[config.mk]
export PLATFORM = sky130hd
export DESIGN_NAME = eeprom_row_ctrl
export DESIGN_NICKNAME = d
export VERILOG_FILES = /design/src/rtl/eerw_pkg.sv /design/src/rtl/eerw_timer.sv /design/src/rtl/eerw_row_buf.sv /design/src/rtl/eerw_store.sv /design/src/rtl/eeprom_row_ctrl.sv
export SDC_FILE = /design/constraint.sdc
export NUM_CORES = 2
export LEC_CHECK = 0
export CAP_MARGIN = 5
export CORE_MARGIN = 5
export CORE_UTILIZATION = 63
export CTS_CLUSTER_DIAMETER = 50
export CTS_CLUSTER_SIZE = 25
export DETAILED_ROUTE_END_ITERATION = 12
export MAX_ROUTING_LAYER = met4
export PLACE_DENSITY = 0.9
export SYNTH_ARGS = -nofsm -noshare
export SYNTH_HDL_FRONTEND = slang
export SYNTH_SLANG_ARGS = --single-unit
export TNS_END_PERCENT = 30
[constraint.sdc]
create_clock -name clk -period 5.9 [get_ports clk]
set_clock_uncertainty 0.1 [all_clocks]
set_input_delay 1.475 -clock clk [delete_from_list [all_inputs] [get_ports clk]]
set_output_delay 1.475 -clock clk [all_outputs]
set_load 0.02 [all_outputs]
[src/rtl/eerw_pkg.sv]
package eerw_pkg;
    typedef enum logic [1:0] {
        ST_IDLE = 2'd0,
        ST_LOAD = 2'd1,
        ST_PROG = 2'd2
    } eerw_state_t;

    localparam int CB_OFF   = 6;
    localparam int CB_START = 3;
    localparam int CB_PMODE = 2;
    localparam int CB_BUSY  = 1;
    localparam int CB_EN    = 0;
endpackage

[src/rtl/eerw_timer.sv]
module eerw_timer #(
    parameter int CYCLES = 16
) (
    input  logic clk,
    input  logic rst_n,
    input  logic start,
    output logic busy,
    output logic done
);
    localparam int CW = $clog2(CYCLES + 1);

    logic [CW-1:0] cnt_q;

    always_ff @(posedge clk or negedge rst_n) begin
        if (!rst_n)
            cnt_q <= '0;
        else if (start)
            cnt_q <= CW'(CYCLES);
        else if (cnt_q != '0)
            cnt_q <= cnt_q - 1'b1;
    end

    assign busy = (cnt_q != '0);
    assign done = (cnt_q == CW'(1));
endmodule

[src/rtl/eerw_row_buf.sv]
module eerw_row_buf #(
    parameter int NBYTES = 8,
    parameter int DW     = 8
) (
    input  logic                      clk,
    input  logic                      rst_n,
    input  logic                      clr,
    input  logic                      wr,
    input  logic [$clog2(NBYTES)-1:0] idx,
    input  logic [DW-1:0]             wdata,
    output logic [NBYTES*DW-1:0]      data,
    output logic [NBYTES-1:0]         mask
);
    localparam int IW = $clog2(NBYTES);

    for (genvar i = 0; i < NBYTES; i++) begin : g_lat
        logic hit;
        assign hit = wr && (idx == IW'(i));

        always_ff @(posedge clk or negedge rst_n) begin
            if (!rst_n) begin
                mask[i]           <= 1'b0;
                data[i*DW +: DW]  <= '0;
            end else begin
                if (clr)
                    mask[i] <= hit;
                else if (hit)
                    mask[i] <= 1'b1;
                if (hit)
                    data[i*DW +: DW] <= wdata;
            end
        end
    end
endmodule

[src/rtl/eerw_store.sv]
module eerw_store #(
    parameter int NPAGES     = 2,
    parameter int PAGE_BYTES = 64,
    parameter int ROW_BYTES  = 8,
    parameter int DW         = 8
) (
    input  logic                          clk,
    input  logic                          rst_n,
    input  logic                          commit,
    input  logic [$clog2(NPAGES)-1:0]     cpage,
    input  logic [$clog2(PAGE_BYTES)-$clog2(ROW_BYTES)-1:0] crow,
    input  logic [ROW_BYTES-1:0]          cmask,
    input  logic [ROW_BYTES*DW-1:0]       cdata,
    input  logic [$clog2(NPAGES)-1:0]     rpage,
    input  logic [$clog2(PAGE_BYTES)-1:0] raddr,
    output logic [DW-1:0]                 rdata
);
    localparam int PW    = $clog2(NPAGES);
    localparam int AW    = $clog2(PAGE_BYTES);
    localparam int RW    = AW - $clog2(ROW_BYTES);
    localparam int NROWS = PAGE_BYTES / ROW_BYTES;
    localparam int TOTAL = NPAGES * PAGE_BYTES;

    logic [DW-1:0] cells [TOTAL];

    for (genvar p = 0; p < NPAGES; p++) begin : g_page
        for (genvar r = 0; r < NROWS; r++) begin : g_row
            for (genvar b = 0; b < ROW_BYTES; b++) begin : g_byte
                localparam int CI = p*PAGE_BYTES + r*ROW_BYTES + b;
                always_ff @(posedge clk or negedge rst_n) begin
                    if (!rst_n)
                        cells[CI] <= {DW{1'b1}};
                    else if (commit && cmask[b] && (cpage == PW'(p)) && (crow == RW'(r)))
                        cells[CI] <= cdata[b*DW +: DW];
                end
            end
        end
    end

    assign rdata = cells[{rpage, raddr}];
endmodule

[src/rtl/eeprom_row_ctrl.sv]
module eeprom_row_ctrl
    import eerw_pkg::*;
#(
    parameter int NPAGES      = 2,
    parameter int PAGE_BYTES  = 64,
    parameter int ROW_BYTES   = 8,
    parameter int DW          = 8,
    parameter int PROG_CYCLES = 16
) (
    input  logic                          clk,
    input  logic                          rst_n,
    input  logic [NPAGES-1:0]             page_sel,
    input  logic                          reg_wr,
    input  logic [7:0]                    reg_wdata,
    output logic [7:0]                    reg_rdata,
    input  logic                          mem_wr,
    input  logic                          mem_rd,
    input  logic [$clog2(PAGE_BYTES)-1:0] mem_addr,
    input  logic [DW-1:0]                 mem_wdata,
    output logic [DW-1:0]                 mem_rdata,
    output logic                          busy,
    output logic                          row_err
);
    localparam int AW = $clog2(PAGE_BYTES);
    localparam int BW = $clog2(ROW_BYTES);
    localparam int RW = AW - BW;
    localparam int PW = $clog2(NPAGES);

    eerw_state_t state_q, state_d;

    logic          off_q, en_q, rowv_q, err_q;
    logic [RW-1:0] row_q;
    logic [PW-1:0] page_q;
    logic [PW-1:0] page_idx;
    logic          page_ok, acc_ok, row_hit, mem_go;
    logic          buf_clr, buf_wr, take_row, tmr_start, set_err, clr_err, commit;
    logic          tmr_done;
    logic [ROW_BYTES*DW-1:0] lat_data;
    logic [ROW_BYTES-1:0]    lat_mask;
    logic [PW-1:0] cpage;
    logic [RW-1:0] crow;
    logic [DW-1:0] st_rdata;
    logic          unused_wbits;

    assign unused_wbits = ^{reg_wdata[7], reg_wdata[5:4], reg_wdata[1]};

    always_comb begin
        page_idx = '0;
        for (int i = 0; i < NPAGES; i++)
            if (page_sel[i]) page_idx = PW'(i);
    end

    assign page_ok = $onehot(page_sel);
    assign acc_ok  = page_ok && !off_q;
    assign mem_go  = mem_wr && !reg_wr && acc_ok;
    assign row_hit = !rowv_q || ((mem_addr[AW-1:BW] == row_q) && (page_idx == page_q));

    // Next-state process
    always_comb begin
        state_d = state_q;
        unique case (state_q)
            ST_IDLE: begin
                if (reg_wr && reg_wdata[CB_PMODE])
                    state_d = ST_LOAD;
                else if (mem_go && en_q)
                    state_d = ST_PROG;
            end
            ST_LOAD: begin
                if (reg_wr && !reg_wdata[CB_PMODE])
                    state_d = ST_IDLE;
                else if (reg_wr && reg_wdata[CB_START] && reg_wdata[CB_EN] && en_q)
                    state_d = ST_PROG;
            end
            ST_PROG: begin
                if (tmr_done)
                    state_d = ST_IDLE;
            end
            default: state_d = ST_IDLE;
        endcase
    end

    // State register
    always_ff @(posedge clk or negedge rst_n) begin
        if (!rst_n) state_q <= ST_IDLE;
        else        state_q <= state_d;
    end

    // Strobe (output) process
    always_comb begin
        buf_clr   = 1'b0;
        buf_wr    = 1'b0;
        take_row  = 1'b0;
        tmr_start = 1'b0;
        set_err   = 1'b0;
        clr_err   = 1'b0;
        commit    = 1'b0;
        unique case (state_q)
            ST_IDLE: begin
                if (reg_wr && reg_wdata[CB_PMODE]) begin
                    buf_clr = 1'b1;
                    clr_err = 1'b1;
                end else if (mem_go && en_q) begin
                    buf_clr   = 1'b1;
                    buf_wr    = 1'b1;
                    take_row  = 1'b1;
                    tmr_start = 1'b1;
                end
            end
            ST_LOAD: begin
                if (reg_wr) begin
                    if (reg_wdata[CB_PMODE] && reg_wdata[CB_START] && reg_wdata[CB_EN] && en_q)
                        tmr_start = 1'b1;
                end else if (mem_go) begin
                    if (row_hit) begin
                        buf_wr   = 1'b1;
                        take_row = 1'b1;
                    end else begin
                        set_err = 1'b1;
                    end
                end
            end
            ST_PROG: commit = tmr_done;
            default: ;
        endcase
    end

    always_ff @(posedge clk or negedge rst_n) begin
        if (!rst_n) begin
            off_q  <= 1'b0;
            en_q   <= 1'b0;
            rowv_q <= 1'b0;
            err_q  <= 1'b0;
            row_q  <= '0;
            page_q <= '0;
        end else begin
            if (reg_wr && state_q != ST_PROG) begin
                off_q <= reg_wdata[CB_OFF];
                en_q  <= reg_wdata[CB_EN];
            end
            if (take_row) begin
                rowv_q <= 1'b1;
                row_q  <= mem_addr[AW-1:BW];
                page_q <= page_idx;
            end else if (buf_clr) begin
                rowv_q <= 1'b0;
            end
            if (clr_err)      err_q <= 1'b0;
            else if (set_err) err_q <= 1'b1;
        end
    end

    eerw_timer #(.CYCLES(PROG_CYCLES)) u_timer (
        .clk   (clk),
        .rst_n (rst_n),
        .start (tmr_start),
        .busy  (busy),
        .done  (tmr_done)
    );

    eerw_row_buf #(.NBYTES(ROW_BYTES), .DW(DW)) u_rowbuf (
        .clk   (clk),
        .rst_n (rst_n),
        .clr   (buf_clr),
        .wr    (buf_wr),
        .idx   (mem_addr[BW-1:0]),
        .wdata (mem_wdata),
        .data  (lat_data),
        .mask  (lat_mask)
    );

    assign cpage = page_q;
    assign crow  = row_q;

    eerw_store #(
        .NPAGES(NPAGES), .PAGE_BYTES(PAGE_BYTES), .ROW_BYTES(ROW_BYTES), .DW(DW)
    ) u_store (
        .clk    (clk),
        .rst_n  (rst_n),
        .commit (commit),
        .cpage  (cpage),
        .crow   (crow),
        .cmask  (lat_mask),
        .cdata  (lat_data),
        .rpage  (page_idx),
        .raddr  (mem_addr),
        .rdata  (st_rdata)
    );

    always_comb begin
        reg_rdata          = '0;
        reg_rdata[CB_BUSY] = busy;
    end

    assign mem_rdata = (mem_rd && acc_ok && state_q == ST_IDLE) ? st_rdata : '0;
    assign row_err   = err_q;
endmodule

==> results.cfg <==
[clock_network]
root_buffer = clkbuf_16
cts.path.max_buffers = 3
cts_hold_buf = 0
h-tree-depth = 3
clk_pin_slew_ns = 0.08
tritoncts = done
cts_setup_buffers = 0
numCtsBuffers = 104
cts_sinks = 1111
worst_skew_pair.late_latency_ns = 0.67

[placed_design]
gp_congestion = 1.03
hpwl_um = 109000
port_buffers = 35
postPlaceCellArea_mm2 = 0.0540

[routing]
drtIter0Drc = 3831
drc = 0
wire_per_inst_um = 36.7
vias = 32400
firstDrtPassIters = 7
vias_per_cell = 7.17
drt-total-wl_um = 166000
ant_nets = 0

[global_routing]
grt_pass1_wl_um = 240000
grt_pass1_vias = 34300
grt.total_usage = 0.393
grt_antenna_before_repair = 9
grt_overflow = 0
grt_max_degree = 152

[die]
io_pins = 47
rows = 104
die_area_mm2 = 0.0875
core_mm2 = 0.0808
start_util = 0.637
die_w_um = 296
die_y_um = 296

[logic_synthesis]
synth_compound_area_frac = 0.0185
syn_area_mm2 = 0.0515
synth_xor_area_frac = 0.00136
synth_edf_count = 0
synthAdderAreaFrac = 0.000729
synth.distinct_cells = 63
ys_warn_count = 0
synth_flop_cell = dfstp_2
synth_mux_area_frac = 0.359
async_flop_share = 1.00
synth-seq-cells = 1111
synth_top_family_by_area = multiplexers
syn_inst = 3235
yosysSeqAreaShare = 0.565
synth-simple-area-share = 0.0408
syn_area_per_cell_um2 = 15.9

[setup_path]
worstSetupPathType = in2out
crit_arrival_ns = 4.27
cp_cell_sequence = clkdlybuf4s50_1, buf_4, buf_4, or4_1, o22ai_1, nor4_1, a22oi_1, nand3_1, clkdlybuf4s50_1
crit_required_ns = 4.32
endpoint_kind = output port
cp_slowest_cell = or4_1
path_max_fanout = 4
critPathMaxStageDelay_ns = 0.60
start_kind = input port

[sta]
period_needed_ns = 5.85
worstMarginPinSlew_ns = 1.42
fin_crit_sh = 0.991
relSlewSlack = 0.0525
finalHoldViolCount = 0
finalSetupViolCount = 0
fmax_mhz = 171
fin_setup_tns_ns = 0
rsz0062_at_grt = no
drv_slew = 0

[power_and_ir_drop]
p_total_mw = 16.9
p_leak_nw = 23.2
intPower_mw = 12.0
p_sw_mw = 4.94
p_sw_frac = 0.291
ir_worst_vdd_mv = 0.247
p_seq_frac = 0.493
clkPwrFrac = 0.429
share_comb_of_total_power = 0.078
powerDensity_mw_per_mm2 = 293

[finish]
fin_area_mm2 = 0.0578
final_common_cell = mux2_2
final_core_util = 0.715
syn_to_final_growth_pct = 12.3
final_cell_mix = mux2_2, dfstp_2, mux4_2
layout-drive-gt1-share = 0.846
final_nets = 3397

[flow_run]
cap_viol_max_count = 0

[run_status]
outcome = completed

[worst_hold_path]
hp-class = reg2reg
==> worst paths after layout <==
kind	from	slack, ns	cells after the start	end
setup reg to reg	crow[0]$_DFFE_PN0P_	2.37	5	u_rowbuf.data[36]$_DFFE_PN0P_
max in group asynchronous	rst_n	3.46	2	u_rowbuf.data[11]$_DFFE_PN0P_
hold reg to reg	u_rowbuf.data[51]$_DFFE_PN0P_	0.41	1	u_rowbuf.data[51]$_DFFE_PN0P_
hold / removal	u_rowbuf.data[51]$_DFFE_PN0P_	0.41	1	u_rowbuf.data[51]$_DFFE_PN0P_
min in group asynchronous	rst_n	0.91	1	u_rowbuf.mask[5]$_DFFE_PN0P_
setup / recovery	mem_addr[4]	0.05	9	mem_rdata[5]
==> logic make-up after synthesis <==
family,after synthesis
AOI/OAI and AO/OA,137
xor gates and xnor gates,8
adders and majority gates,3
buffers and inverters,186
DFF,1111
muxes,1409
other,1
and+or+nand+nor,380
==> critical path, delay by kind of cell <==
kind                   cells  cell delay, ns
AOI/OAI and AO/OA          2            0.64
and+or+nand+nor            3            0.85
buffers and inverters      4            1.30
==> cell usage after synthesis (all sizes together), types with 2 or more instances <==
master,number,area [um2]
o221ai,2,17.5
a211oi,12,90.1
nor4,11,68.8
o2111ai,7,61.3
or3b,3,26.3
o211ai,3,22.5
clkbuf,124,465
o22ai,40,250
mux2,1134,12800
or3,4,25.0
a21oi,10,50.1
dfrtp,87,2180
nor3,15,85.1
dfstp,1024,26900
nand4,5,31.3
o311ai,2,17.5
mux2i,40,400
a31oi,2,12.5
or2,2,12.5
or4,3,22.5
nor2b,14,87.6
o21ai,14,70.1
xnor2,3,26.3
nor3b,3,22.5
a2111oi,4,35.0
nand4b,6,52.6
ha,3,37.5
and2,4,25.0
nand3b,6,45.0
nand2,78,333
buf,59,283
o21bai,3,22.5
or4b,2,20.0
xor2,5,43.8
a22oi,26,195
nand3,20,100
mux4,235,5290
nand2b,10,62.6
inv,3,11.3
and3b,2,17.5
nor2,187,1020
o31ai,2,15.0
==> power groups by stage <==
stage                     Sequential [mW]  Combinational [mW]  Clock [mW]
final                                8.35                1.32        7.28
after global placement               8.40                1.22           0
after global routing                 8.32                1.38        7.62
after detailed placement             8.41                1.27           0
after CTS                            8.30                1.28        7.31
after floorplan                      7.98               0.732           0
==> area by class of cell <==
type                            count  area, um2
Tap cell                         1060       1330
Clock buffer                      114       2740
Inverter                            3       11.3
Timing Repair Buffer              201       1920
Antenna cell                        8       20.0
Multi-Input combinational cell   1944      21700
Fill cell                        4668      23000
Sequential cell                  1111      29100
Clock inverter                     82       1000
==> stage by stage <==
| stage | hold WS (ns) | setup WS (ns) | cells |
|---|---|---|---|
| after global routing | 0.431 | 0.00755 | 4520 |
| after CTS | 0.389 | 0.0780 | 4515 |
| after detailed placement | 0.367 | -0.197 | 4319 |
| final | 0.410 | 0.0533 | 4523 |
| after global placement | 0.362 | -0.147 | 4319 |
| after floorplan | 0.347 | 0.532 | 3241 |
==> metal layers <==
layer  vias to the layer above  global-route usage  routed length (um)
li1                      12400                   -                   -
met1                     17400               0.509               61500
met2                      2134               0.555               73300
met3                       531               0.110               18000
met4                         0               0.241               13100
met5                         -                   -                   0
==> repair_timing <==
action	4_1_cts	5_1_grt
endpoints found under the setup margin	3	3
cloned	0	0
gates resized for setup	4	4
==> flip-flops by register name, indices dropped and copies added (netlist names) <==
| register | count |
|---|---|
| crow | 3 |
| rowv_q | 1 |
| row_err | 1 |
| en_q | 1 |
| u_rowbuf.mask | 8 |
| u_rowbuf.data | 64 |
| cpage | 1 |
| state_q | 2 |
| u_store.cells | 1024 |
| u_timer.cnt_q | 5 |
| off_q | 1 |
Note: power is estimated with default switching activity, not from simulation.
